<file path="config.mk">
export PLATFORM = sky130hd
export DESIGN_NAME = lane_refresh_ctrl
export DESIGN_NICKNAME = d
export VERILOG_FILES = /design/src/rtl/lrc_pkg.sv /design/src/rtl/lrc_tick.sv /design/src/rtl/lrc_shadow.sv /design/src/rtl/lrc_frame.sv /design/src/rtl/lane_refresh_ctrl.sv
export SDC_FILE = /design/constraint.sdc
export NUM_CORES = 1
export LEC_CHECK = 0
export ABC_AREA = 1
export BUFFER_PORTS_ARGS = -buffer_cell sky130_fd_sc_hd__buf_4
export CORE_UTILIZATION = 56
export CTS_CLUSTER_DIAMETER = 200
export DETAILED_ROUTE_END_ITERATION = 10
export HOLD_SLACK_MARGIN = 0.15
export PLACE_DENSITY_LB_ADDON = 0.12
export RECOVER_POWER = 50
export SETUP_SLACK_MARGIN = 0.1
export SLEW_MARGIN = 10
export SYNTH_ARGS = -nofsm -noshare
export SYNTH_HDL_FRONTEND = slang
export SYNTH_SLANG_ARGS = --single-unit
</file>
<file path="constraint.sdc">
create_clock -name clk -period 2.24 [get_ports clk]
set_input_delay 0.112 -clock clk [delete_from_list [all_inputs] [get_ports clk]]
set_output_delay 0.112 -clock clk [all_outputs]
set_load 0.02 [all_outputs]
</file>
<file path="src/rtl/lrc_pkg.sv">
package lrc_pkg;

    // frame engine phases
    typedef enum logic [1:0] {
        FR_IDLE  = 2'd0,
        FR_SHIFT = 2'd1,
        FR_LATCH = 2'd2
    } fr_state_t;

endpackage

</file>
<file path="src/rtl/lrc_tick.sv">
// Half-period tick generator for the shared shift clock.
module lrc_tick #(
    parameter int HALF = 25
) (
    input  logic clk,
    input  logic rst_n,
    input  logic en,
    output logic tick
);
    localparam int CW = (HALF > 1) ? $clog2(HALF) : 1;

    typedef struct packed {
        logic [CW-1:0] cnt;
    } tk_t;

    tk_t tk_d, tk_q;

    always_comb begin
        tk_d = tk_q;
        tick = 1'b0;
        if (!en) begin
            tk_d.cnt = '0;
        end else if (tk_q.cnt == CW'(HALF - 1)) begin
            tk_d.cnt = '0;
            tick     = 1'b1;
        end else begin
            tk_d.cnt = tk_q.cnt + 1'b1;
        end
    end

    always_ff @(posedge clk) begin
        if (!rst_n) tk_q <= '0;
        else        tk_q <= tk_d;
    end

endmodule

</file>
<file path="src/rtl/lrc_shadow.sv">
// Shadow image of every chip word plus per-chip dirty marks.
module lrc_shadow #(
    parameter int ROWS = 4,
    parameter int COLS = 5,
    parameter int W    = 8
) (
    input  logic                             clk,
    input  logic                             rst_n,
    input  logic                             wr_en,
    input  logic [((ROWS>1)?$clog2(ROWS):1)-1:0] wr_row,
    input  logic [((COLS>1)?$clog2(COLS):1)-1:0] wr_col,
    input  logic [W-1:0]                     wr_data,
    input  logic                             clr,
    output logic [ROWS*COLS-1:0][W-1:0]      image,
    output logic                             dirty_any
);
    localparam int CHIPS = ROWS * COLS;
    localparam int IW    = (CHIPS > 1) ? $clog2(CHIPS) : 1;

    typedef struct packed {
        logic [CHIPS-1:0][W-1:0] mem;
        logic [CHIPS-1:0]        dirty;
    } sh_t;

    sh_t sh_d, sh_q;

    logic          row_ok, col_ok, wvalid;
    logic [IW-1:0] widx;

    always_comb begin
        row_ok = (32'(wr_row) < 32'(ROWS));
        col_ok = (32'(wr_col) < 32'(COLS));
        wvalid = wr_en && row_ok && col_ok;
        widx   = IW'(32'(wr_row) * 32'(COLS) + 32'(wr_col));
    end

    always_comb begin
        sh_d = sh_q;
        if (clr) sh_d.dirty = '0;
        for (int c = 0; c < CHIPS; c++) begin
            if (wvalid && (widx == IW'(c))) begin
                sh_d.mem[c]   = wr_data;
                sh_d.dirty[c] = 1'b1;
            end
        end
    end

    always_ff @(posedge clk) begin
        if (!rst_n) sh_q <= '0;
        else        sh_q <= sh_d;
    end

    assign image     = sh_q.mem;
    assign dirty_any = |sh_q.dirty;


    wr_mark_chk: assert property (@(posedge clk) disable iff (!rst_n)
        wvalid |=> sh_q.dirty[$past(widx)]);


    bad_addr_chk: assert property (@(posedge clk) disable iff (!rst_n)
        (wr_en && !wvalid) |=> $stable(sh_q.mem));


    dirty_clear_chk: assert property (@(posedge clk) disable iff (!rst_n)
        (clr && !wr_en) |=> (sh_q.dirty == '0));

endmodule

</file>
<file path="src/rtl/lrc_frame.sv">
// Frame engine: snapshot, parallel shift of every lane, latch pulse.
module lrc_frame
    import lrc_pkg::*;
#(
    parameter int LANES = 20,
    parameter int BITS  = 8,
    parameter int HALF  = 25
) (
    input  logic                        clk,
    input  logic                        rst_n,
    input  logic                        tick,
    input  logic                        start_ok,
    input  logic [LANES-1:0][BITS-1:0]  lane_words,
    output logic                        snap,
    output logic [LANES-1:0]            sdo,
    output logic                        sclk,
    output logic                        latch,
    output logic                        busy
);
    localparam int BCW = (BITS > 1) ? $clog2(BITS) : 1;
    localparam int GW  = $clog2(4 * HALF + 2);

    typedef struct packed {
        fr_state_t                 st;
        logic [LANES-1:0][BITS-1:0] sh;
        logic [BCW-1:0]            bitcnt;
        logic                      sclk;
        logic                      latch;
        logic                      lph;
    } fr_t;

    fr_t fr_d, fr_q;

    always_comb begin
        fr_d = fr_q;
        snap = 1'b0;
        unique case (fr_q.st)
            FR_IDLE: begin
                if (start_ok) begin
                    fr_d.st     = FR_SHIFT;
                    fr_d.sh     = lane_words;
                    fr_d.bitcnt = '0;
                    snap        = 1'b1;
                end
            end
            FR_SHIFT: begin
                if (tick) begin
                    if (!fr_q.sclk) begin
                        fr_d.sclk = 1'b1;
                    end else begin
                        fr_d.sclk = 1'b0;
                        if (fr_q.bitcnt == BCW'(BITS - 1)) begin
                            fr_d.st = FR_LATCH;
                        end else begin
                            fr_d.bitcnt = fr_q.bitcnt + 1'b1;
                            for (int l = 0; l < LANES; l++)
                                fr_d.sh[l] = fr_q.sh[l] << 1;
                        end
                    end
                end
            end
            FR_LATCH: begin
                if (tick) begin
                    if (!fr_q.latch) begin
                        fr_d.latch = 1'b1;
                    end else if (!fr_q.lph) begin
                        fr_d.lph = 1'b1;
                    end else begin
                        fr_d.latch = 1'b0;
                        fr_d.lph   = 1'b0;
                        fr_d.st    = FR_IDLE;
                    end
                end
            end
            default: fr_d.st = FR_IDLE;
        endcase
    end

    always_ff @(posedge clk) begin
        if (!rst_n) fr_q <= '0;
        else        fr_q <= fr_d;
    end

    generate
        for (genvar l = 0; l < LANES; l++) begin : g_sdo
            assign sdo[l] = fr_q.sh[l][BITS-1];
        end
    endgenerate

    assign sclk  = fr_q.sclk;
    assign latch = fr_q.latch;
    assign busy  = (fr_q.st != FR_IDLE);

    // cycles since the last shift-clock change, for the period check
    logic          sclk_prev_q;
    logic [GW-1:0] gap_q;

    always_ff @(posedge clk) begin
        if (!rst_n) begin
            sclk_prev_q <= 1'b0;
            gap_q       <= '0;
        end else begin
            sclk_prev_q <= sclk;
            if (!busy)                         gap_q <= '0;
            else if (sclk != sclk_prev_q)      gap_q <= GW'(1);
            else if (gap_q != {GW{1'b1}})      gap_q <= gap_q + 1'b1;
        end
    end


    half_period_chk: assert property (@(posedge clk) disable iff (!rst_n)
        (sclk != sclk_prev_q) |-> (gap_q == GW'(HALF)));


    sdo_hold_chk: assert property (@(posedge clk) disable iff (!rst_n)
        (sclk && sclk_prev_q) |-> $stable(sdo));


    latch_clk_low_chk: assert property (@(posedge clk) disable iff (!rst_n)
        latch |-> !sclk);


    idle_quiet_chk: assert property (@(posedge clk) disable iff (!rst_n)
        !busy |-> (!sclk && !latch));


    busy_end_chk: assert property (@(posedge clk) disable iff (!rst_n)
        $fell(busy) |-> $fell(latch));

endmodule

</file>
<file path="src/rtl/lane_refresh_ctrl.sv">
// Top: shadow image, divider and frame engine for a grid of latched
// shift-register chips sharing one shift clock and one latch strobe.
module lane_refresh_ctrl #(
    parameter int ROWS  = 4,
    parameter int COLS  = 5,
    parameter int W     = 8,
    parameter int CHAIN = 1,
    parameter int HALF  = 25
) (
    input  logic                                 clk,
    input  logic                                 rst_n,
    input  logic                                 wr_en,
    input  logic [((ROWS>1)?$clog2(ROWS):1)-1:0] wr_row,
    input  logic [((COLS>1)?$clog2(COLS):1)-1:0] wr_col,
    input  logic [W-1:0]                         wr_data,
    input  logic                                 refresh_req,
    output logic [ROWS*COLS/CHAIN-1:0]           sdo,
    output logic                                 sclk,
    output logic                                 latch,
    output logic                                 busy
);
    localparam int CHIPS = ROWS * COLS;
    localparam int LANES = CHIPS / CHAIN;
    localparam int BITS  = CHAIN * W;

    logic [CHIPS-1:0][W-1:0]     image;
    logic [LANES-1:0][BITS-1:0]  lane_words;
    logic                        dirty_any;
    logic                        snap;
    logic                        tick;

    lrc_shadow #(
        .ROWS (ROWS),
        .COLS (COLS),
        .W    (W)
    ) u_shadow (
        .clk       (clk),
        .rst_n     (rst_n),
        .wr_en     (wr_en),
        .wr_row    (wr_row),
        .wr_col    (wr_col),
        .wr_data   (wr_data),
        .clr       (snap),
        .image     (image),
        .dirty_any (dirty_any)
    );

    // chain position 0 occupies the top bits of the lane word
    generate
        for (genvar l = 0; l < LANES; l++) begin : g_lane
            for (genvar p = 0; p < CHAIN; p++) begin : g_pos
                assign lane_words[l][(CHAIN-1-p)*W +: W] = image[l*CHAIN + p];
            end
        end
    endgenerate

    lrc_tick #(
        .HALF (HALF)
    ) u_tick (
        .clk   (clk),
        .rst_n (rst_n),
        .en    (busy),
        .tick  (tick)
    );

    lrc_frame #(
        .LANES (LANES),
        .BITS  (BITS),
        .HALF  (HALF)
    ) u_frame (
        .clk        (clk),
        .rst_n      (rst_n),
        .tick       (tick),
        .start_ok   (dirty_any | refresh_req),
        .lane_words (lane_words),
        .snap       (snap),
        .sdo        (sdo),
        .sclk       (sclk),
        .latch      (latch),
        .busy       (busy)
    );

endmodule

</file>
Yosys cells after proc, flatten, opt, wreduce, memory -nomap -nowiden
Index checks and enable logic that the tools add are counted.

Bits in registers: 353. Bits in latches: 0. Memory bits (writable): 0. Memory bits (read-only): 0. Bits of input ports: 17. Output and inout port bits: 23. Logic and storage cells: 195. Memories: 0.

Add/sub/neg operators: 3. Multipliers: 1. Divide/modulo/power cells: 0. Order comparisons: 1. Eq/ne operators: 31. Shifts and indexed selects: 0. Muxes and demuxes: 38. Bitwise logic cells: 3. Reduce and logical (&&, ||, !) cells: 52.

Operator list (number): 165-bit two-way mux (2); 163-bit case mux with 2 select lines (1); 166-bit two-way mux (1); 163-bit two-way mux (1); 2-bit nonzero test (22); 5-bit by 4-bit equality test with 1-bit output, second input constant (8); 1-bit two-way mux (27); 5-bit equality test, second input constant (5); 1-bit logical AND (21); 5-bit by 3-bit equality test with 1-bit output, second input constant (4); 20-bit two-way mux (1); 20-bit OR reduction (1); 5-bit by 2-bit equality test with 1-bit output, second input constant (2); 2-bit by 1-bit inequality test with 1-bit output, second input constant (5); 2-bit two-way mux (4); 7-bit AND reduction (1); 2-bit inequality test, second input constant (3); 2-bit case mux with 3 select lines (1); 5-bit by 1-bit adder with 5-bit output, second input constant (1); 5-bit by 3-bit adder with 5-bit output (1); 5-bit by 1-bit equality test with 1-bit output, second input constant (1); 5-bit zero test (1); 2-bit by 3-bit multiplier with 5-bit output, second input constant (1); 5-bit AND reduction (1); other kinds (11) (13).

Logic depth before layout (Yosys ltp)
Gate-level depths: netlist of run 1.

Depth in word-level cells: 6. Mapped depth: 12. Depth with buffers taken out: 10.

By module
From an unflattened synthesis of run 1, not the netlist that was laid out.

Cell total of the unflattened synthesis: 2594. Area total of the unflattened synthesis: 17190.2 µm².

By module, submodules not included: lrc_shadow (times used 1, cells each 1205, area an instance 8663.3 µm², seq. area each 3603.5 µm²); lrc_frame (times used 1, cells each 1351, area an instance 8265.4 µm², seq. area each 3363.2 µm²); lrc_tick (times used 1, cells each 35, area an instance 250.2 µm², seq. area each 100.1 µm²); lane_refresh_ctrl (times used 1, cells each 3, area an instance 11.3 µm², seq. area each 0.0 µm²).

Worst setup path before layout of run 1
Ideal clock, no wire load.

Kind: input to register. Start: input wr_row[1] (netlist bit). End: register u_shadow.sh_q (netlist bit u_shadow.image[32]). Arrival: 2.088 ns. Required time: 2.115 ns. Slack: 0.028 ns. Stages on the path: 9. Buffers on the path: 0. Path through: ha_1 -> ha_1 -> fa_1 -> xnor2_2 -> nand2_1 -> nor2_1 -> nand2_1 -> o21ai_0 -> a21oi_1.

Longest elaborated chain between the ends: 4.

Ends and longest elaborated chain: start, declared (RTL line lane_refresh_ctrl.sv:13) `input logic [((ROWS>1)?$clog2(ROWS):1)-1:0] wr_row,`; 2-bit by 3-bit multiplier with 5-bit output (RTL line lrc_shadow.sv:34) `widx = IW'(32'(wr_row) * 32'(COLS) + 32'(wr_col));`; 5-bit by 3-bit adder with 5-bit output (RTL line lrc_shadow.sv:34); 5-bit by 3-bit equality test with 1-bit output (RTL line lrc_shadow.sv:41) `if (wvalid && (widx == IW'(c))) begin`; 1-bit logical AND (RTL line lrc_shadow.sv:41); end signal, assigned (RTL line lrc_shadow.sv:49) `if (!rst_n) sh_q <= '0;`; end signal, assigned (RTL line lrc_shadow.sv:50) `else sh_q <= sh_d;`; end, declared (RTL line lrc_shadow.sv:25) `sh_t sh_d, sh_q;`.

No other way between the ends. A chain may end at the register's enable or synchronous reset.

Worst setup path after layout of run 1
Start: input wr_row[1] (netlist bit). End: register u_shadow.sh_q (netlist bit u_shadow.image[6]).

Longest elaborated chain between the ends: 4.

Ends and longest elaborated chain (RTL line): 2-bit by 3-bit multiplier with 5-bit output (lrc_shadow.sv:34); 5-bit by 3-bit adder with 5-bit output (lrc_shadow.sv:34); 5-bit zero test (lrc_shadow.sv:41); 1-bit logical AND (lrc_shadow.sv:41).

No other way between the ends.

==> key figures, run 1 <==
Timing
  – Setup-failing EPs final: 0
  – Slew at the pin closest to its max-slew limit: around 0.5 ns
  – Final worst slack: 0.1868 ns
  – Hold Vio Cnt, Final: 0
  – Clock skew: 0.01522 ns
  – Achievable frequency: 0.4871 GHz
  – Max-slew violation count: 0
  – Slew HR: 0.6643
  – RSZ-0062 raised after global routing: false
  – Final worst-path cycle share: 0.9166
  – Fin crit period: 2.053 ns

Critical path
  – CP Cell Sequence: clkbuf_1 > ha_1 > ha_1 > fa_1 > xnor2_2 > nand2_2 > clkbuf_4 > nor2_1 > nand2_1 > nand2_1 > a21oi_1
  – Critical Setup Path Class: in -> reg
  – Worst EP required: about 2.7 ns
  – Worst R2R End: u_frame.fr_q[84]
  – Crit-path max FO: 9
  – Worst path depth: 11
  – CP max stage delay: ~0.47 ns
  – Crit end category: flop
  – CP delay by family, top: adder cells
  – R2R Setup Slk: 0.27 ns
  – Reg2Reg Depth: 12
  – CP Buf/Inv Count: 2
  – Worst reg2reg startpoint: u_tick.tk_q[0]
  – Critical Path Slowest Stage Cell: fa_1
  – Data arrival, critical path: approximately 2.5 ns
  – CP Launch Type: input port

Layout
  – Most frequent cells in the layout: 482 x nand2_1, 465 x nor2_1, 353 x dfxtp_1
  – Most common cell after layout, fill and taps aside: nand2_1
  – Area grow syn2layout: 12.65%
  – Nets: between 2000 and 2500
  – Area of the multi-input gates: roughly 6800 um^2
  – Share of post-route cells with drive strength above 1: 0.07647
  – Antenna diodes: 0
  – Fillers: approximately 2400
  – Seq. cell area: between 7000 and 8000 um^2
  – Final non-filler cell total: between 2000 and 3000

Power
  – Sequential share of power: 0.357
  – Worst vdd ir: 1.069 mV
  – Clock share of power: 0.282
  – Sw Ratio: 0.3754
  – Combinational share of power: 0.361
  – Leakage: around 0.0074 uW
  – Internal power: 14480 uW
  – Pwr/cell area: around 1300 nW/um^2
  – Switching Power: just under 9000 uW

Logic synthesis
  – Synth Instances: 2182
  – Synth unique cells: 31
  – Yosys warning count: 0
  – Synth Area per Inst: 7.116 um^2
  – Syn Nets: around 2200
  – Yosys reg bits: ~350
  – Seq/Total Area, Yosys: 0.4551
  – Post-synth design cell area: approximately 16000 um^2

Placed design
  – IO buf count: 39
  – Pre-CTS WS: -0.2928 ns
  – Routability cong.: around 0.76
  – Post-DP HPWL: around 22 mm
  – DP Cell Count: 2502

Global route
  – Vias in the first global route: 13040
  – Pin count of the biggest net entering global routing: 91
  – Grt total ovfl: 0
  – First-pass GRT wire length: 63.78 mm
  – Gr usage total: 0.2733
  – Initial antenna violation count: 0

Floorplanning
  – Die X: 168.5 um
  – Die Ht: between 150 and 200 um
  – Core area: 27100 um^2
  – Row Count: 60
  – Initial Utilization: 0.5729
  – Top Ports: 40
  – Die area: approximately 28000 um^2

Clocking
  – Clock buffer depth: 3
  – Clock Sinks: between 300 and 400
  – Root cell of the clock tree: clkbuf_16
  – CTS Buf Count: 39
  – H-Tree Depth: 2
  – Clk pin slew, worst setup/hold paths: ~0.06 ns
  – Clk_lat worst skew: between 0.5 and 0.6 ns
  – CTS tree: built

Routing
  – Number of detailed-route iterations in the first pass: 4
  – Initial DRC Count: 1032
  – Final WL: 37.77 mm
  – Via count: 13540
  – WL/cell: between 10 and 15 um
  – Via density per instance: 5.244
  – ANT nets after route: 0
  – Drt drc: 0

Flow run
  – Max-cap viol count: 0

Worst hold path
  – Min-Delay Path Depth: 5
  – Min-Delay Endpoint: u_shadow.sh_q[18]
  – Hold Crit Start: wr_en
  – Hold crit path type: in -> reg

Status
  – Status: completed
[layer usage]
metal	wire length, um	share of wire	track usage
met1	17360	0.46	0.3528
met2	18080	0.48	0.4775
met3	1679	0.044	0.03764
met4	647	0.017	0.07549
met5	0	0	0
[cells in the mapped netlist]
library cell / number / area share
buf_6: 10 / 0.0073
buf_4: 27 / 0.013
nand2_1: 484 / 0.12
nor3b_1: 1 / 0.00048
nor2_1: 463 / 0.11
o21ai_1: 1 / 0.00032
nand3_1: 89 / 0.029
nand4_2: 1 / 0.00081
inv_2: 8 / 0.0019
a21oi_1: 146 / 0.047
xnor2_1: 1 / 0.00056
xnor2_2: 1 / 0.0010
nor2_2: 1 / 0.00040
o21bai_1: 1 / 0.00048
clkinv_1: 1 / 0.00024
o21ai_4: 1 / 0.0010
fa_1: 1 / 0.0013
buf_2: 44 / 0.014
nor3_2: 2 / 0.0013
nand4_1: 16 / 0.0064
or2_0: 1 / 0.00040
a22o_1: 140 / 0.079
nand3_2: 2 / 0.0013
nand2_2: 1 / 0.00040
ha_1: 10 / 0.0081
nor2_4: 4 / 0.0029
inv_1: 209 / 0.051
dfxtp_1: 353 / 0.46
nor2_8: 1 / 0.0013
clkbuf_1: 83 / 0.020
o21ai_0: 79 / 0.025
[stage by stage]
step                      area (um^2)  total power, uW    util  setup TNS [ns]  hold WS [ns]
after floorplan                 15540            15060       -               0        0.4297
after global placement          16230            16640  0.5988          -24.26        0.4381
after detailed placement        16230            16930  0.5988          -34.18        0.4439
after CTS                       17640            23540  0.6508               0        0.1992
after global routing            17490            25010  0.6454               0        0.2659
final                           17490            23180  0.6454               0        0.2276
[power by group through the flow]
stage | logic (uW) | clock network, uW | registers (uW)
floorplan | 6820 | 0 | 8240
global placement | 8290 | 0 | 8360
detailed placement | 8530 | 0 | 8400
CTS | 8620 | 6630 | 8280
global route | 9670 | 6910 | 8430
finish | 8370 | 6530 | 8290
[worst max-delay path by stage]
stage	slack (ns)	start	to
after global placement	-0.22	wr_row[1]	u_shadow.image[31]
after global routing	0.05	wr_row[1]	u_shadow.image[145]
final	0.19	wr_row[1]	u_shadow.image[6]
after detailed placement	-0.29	wr_row[1]	u_shadow.image[109]
after CTS	0.23	wr_row[1]	u_shadow.image[109]
after floorplan	0.07	wr_row[1]	u_shadow.image[112]
[worst register-to-register path, stage by stage, from the launching register on]
cell and delay, ns:
dfxtp_1 0.37, inv_1 0.06, ha_1 0.19, nand2_1 0.07
nor2_2 0.05, inv_1 0.21, o21ai_4 0.09, nand3_4 0.13
buf_12 0.20, buf_6 0.29, nand2_1 0.08, nand2_1 0.07
nor2_1 0.05
[cell families after synthesis]
| kind of cell | count (synthesis) | share of synthesized area |
|---|---|---|
| adders and majority gates | 11 | 0.009347 |
| xor gates and xnor gates | 2 | 0.001612 |
| AOI/OAI and AO/OA | 368 | 0.1533 |
| DFF | 353 | 0.4551 |
| buffers and inverters | 382 | 0.1073 |
| and+or+nand+nor | 1066 | 0.2733 |
[registers in the layout (all words and copies together) (netlist names)]
register,flops
u_frame.fr_q,146
u_frame.latch,1
u_frame.sclk,1
u_shadow.sh_q,20
u_shadow.image,160
u_frame.sdo,20
u_tick.tk_q,5
[final cells by class]
type	count	area share
inverters	218	0.04692
multi-input cells	1447	0.3891
clock inverters	13	0.009227
well taps	372	0.02661
clock buffers	58	0.06624
flip-flops and latches	353	0.4040
repair buffers	121	0.05794
[repair_timing]
action / 4_1_cts / 5_1_grt
buffers inserted: 0 / 0
endpoints found under the hold margin: 189 / 0
gates resized for setup: 0 / 0
hold buffers: 9 / 0
Power figures use the tool's default switching activity.
==> run 2, diff against run 1 <==
- CELL_PAD_IN_SITES_DETAIL_PLACEMENT: not set -> 1
- CELL_PAD_IN_SITES_GLOBAL_PLACEMENT: not set -> 2
- CORE_UTILIZATION: 56 -> 33
- CTS_BUF_LIST: not set -> sky130_fd_sc_hd__clkbuf_16
- REMOVE_ABC_BUFFERS: not set -> 1
==> key figures, run 2 (synthesized netlist as in run 1, its figures left out) <==
Status
  – Status: completed

Floorplanning
  – Top Ports: 40
  – Initial Utilization: 0.3342
  – Row Count: 79
  – Die X: 218.9 um
  – Die Ht: around 220 um
  – Die area: around 48000 um^2
  – Core area: roughly 46000 um^2

Timing
  – Final worst-path cycle share: 0.9442
  – Clock skew: about 0.014 ns
  – Max-slew violation count: 0
  – Achievable frequency: between 0.4 and 0.5 GHz
  – RSZ-0062 raised after global routing: false
  – Slew HR: 0.5945
  – Slew at the pin closest to its max-slew limit: ~0.6 ns
  – Final worst slack: about 0.13 ns
  – Fin crit period: between 2 and 2.5 ns
  – Setup-failing EPs final: 0
  – Hold Vio Cnt, Final: 0

Global route
  – Initial antenna violation count: 0
  – Pin count of the biggest net entering global routing: 128
  – Gr usage total: 0.1978
  – Grt total ovfl: 0
  – Vias in the first global route: about 14000
  – First-pass GRT wire length: 75.62 mm

Clocking
  – Clk pin slew, worst setup/hold paths: approximately 0.06 ns
  – CTS tree: built
  – CTS Buf Count: 43
  – Root cell of the clock tree: clkbuf_16
  – Clock buffer depth: 3
  – H-Tree Depth: 2
  – Clock Sinks: ~350
  – Clk_lat worst skew: 0.56 ns

Critical path
  – Worst R2R End: u_frame.fr_q[120]
  – Critical Setup Path Class: in -> reg
  – Reg2Reg Depth: 11
  – Worst EP required: 2.67 ns
  – Critical Path Slowest Stage Cell: fa_1
  – CP max stage delay: 0.47 ns
  – R2R Setup Slk: 0.25 ns
  – CP Buf/Inv Count: 4
  – Crit end category: flop
  – CP delay by family, top: adder cells
  – Data arrival, critical path: 2.55 ns
  – Worst reg2reg startpoint: u_tick.tk_q[0]
  – CP Cell Sequence: buf_4 > ha_1 > ha_1 > fa_1 > xnor2_2 > buf_4 > nor3_1 > buf_12 > nand2_1 > clkbuf_1 > o21ai_0 > a21oi_1
  – CP Launch Type: input port
  – Crit-path max FO: 9

Routing
  – Via density per instance: slightly below 5
  – WL/cell: 16.22 um
  – Met2 wire length: roughly 21 mm
  – Via count: 13800
  – Initial DRC Count: 639
  – Drt drc: 0
  – Final WL: approximately 46 mm
  – ANT nets after route: 0
  – Wire length on met3: roughly 1.4 mm
  – Met1 Wirelength: about 23 mm
  – Top routing layer used: met4
  – Number of detailed-route iterations in the first pass: 4

Placed design
  – Placed Area: roughly 17000 um^2
  – Routability cong.: 0.7296
  – Pre-CTS WS: -0.3409 ns
  – IO buf count: 39
  – Post-DP HPWL: approximately 26 mm

Layout
  – Area grow syn2layout: 15.17%
  – Most frequent cells in the layout: 485 x nand2_1, 461 x nor2_1, 353 x dfxtp_1
  – Most common cell after layout, fill and taps aside: nand2_1
  – Share of post-route cells with drive strength above 1: 0.07461
  – Max FFs per register: 160
  – Nets: around 2200
  – Fin area: roughly 18000 um^2

Worst hold path
  – Hold Crit Start: wr_en
  – Hold crit path type: in -> reg
  – Min-Delay Endpoint: u_shadow.sh_q[18]
  – Min-Delay Path Depth: 6

Power
  – Pwr/cell area: 1276 nW/um^2
  – Worst vdd ir: 1.088 mV
  – Leakage: between 0.007 and 0.008 uW

Flow run
  – Max-cap viol count: 0
[run 2: cell count changes in the layout (fill, tap and decap cells not counted), moves of 4 or more]
| cell | change |
|---|---|
| clkbuf_8 | -8 |
| clkbuf_1 | -8 |
| clkinv_2 | -4 |
| buf_12 | +5 |
| clkinv_1 | +10 |
| nor2_1 | -4 |
| inv_1 | +15 |
| clkbuf_2 | +4 |
| clkbuf_16 | +5 |
| buf_4 | +6 |
[run 2: repair_timing]
action,in CTS,in global routing
setup buffers,0,0
hold buffers,9,0
endpoints found under the hold margin,211,0
endpoints found under the setup margin,0,7
gates resized for setup,0,1
[run 2: worst max-delay path by stage]
| stage | start | endpoint | slack, ns | cells past startpoint |
|---|---|---|---|---|
| 2_1_floorplan | u_frame.fr_q[3] | u_frame.fr_q[102] | -3.13 | 6 |
| 3_3_place_gp | wr_row[1] | u_shadow.image[79] | -0.27 | 11 |
| 3_5_place_dp | wr_row[1] | u_shadow.sh_q[13] | -0.34 | 11 |
| 4_1_cts | u_shadow.sh_q[13] | u_frame.fr_q[49] | 0.25 | 8 |
| 5_1_grt | u_tick.tk_q[0] | u_frame.fr_q[50] | 0.06 | 11 |
| 6_report | wr_col[1] | u_shadow.image[80] | 0.13 | 12 |
[run 2: report_power, final]
part / total (uW) / switching [uW] / internal [uW] / leakage (uW)
Sequential: 8290 / 667 / 7620 / 0.00288
Combinational: 8310 / 5600 / 2710 / 0.00395
Clock: 6230 / 2660 / 3560 / 0.000649
Total: 22800 / 8930 / 13900 / 0.00748
[run 2: cell type report]
class	count	area, um^2
clock buffer	45	1126
multi-input combinational	1447	6807
inverter	218	824.5
tap	607	759.5
sequential	353	7067
antenna	1	2.502
fill	5796	28570
clock inverter	25	95.09
timing repair buffer	137	1202
[run 2: worst register-to-register path: cells and delay by family (launching register included)]
| family | cells | cell delay, ns |
|---|---|---|
| compound gates | 1 | 0.18 |
| simple gates | 6 | 0.82 |
| flops | 1 | 0.33 |
| fa+ha+maj | 1 | 0.14 |
| buf+inv | 3 | 0.46 |
[run 2: metrics by stage]
| stage | power, uW | instances | util | hold WS, ns | TNS, ns |
|---|---|---|---|---|---|
| 6_report | 22830 | 2833 | 0.3849 | 0.2231 | 0 |
| 5_1_grt | 24910 | 2832 | 0.3849 | 0.2563 | 0 |
| 4_1_cts | 23470 | 2832 | 0.3884 | 0.1977 | 0 |
| 3_5_place_dp | 17010 | 2753 | 0.3601 | 0.4485 | -44.82 |
| 3_3_place_gp | 16680 | 2753 | 0.3601 | 0.4406 | -37.75 |
| 2_1_floorplan | 10980 | 2018 | - | 0.2324 | -606.38 |
[run 2: routing by layer]
metal | global-route usage | vias up
li1 | - | 6916
met1 | 0.2642 | 6708
met2 | 0.3344 | 122
met3 | 0.02592 | 51
met4 | 0.05069 | 0
met5 | 0 | -
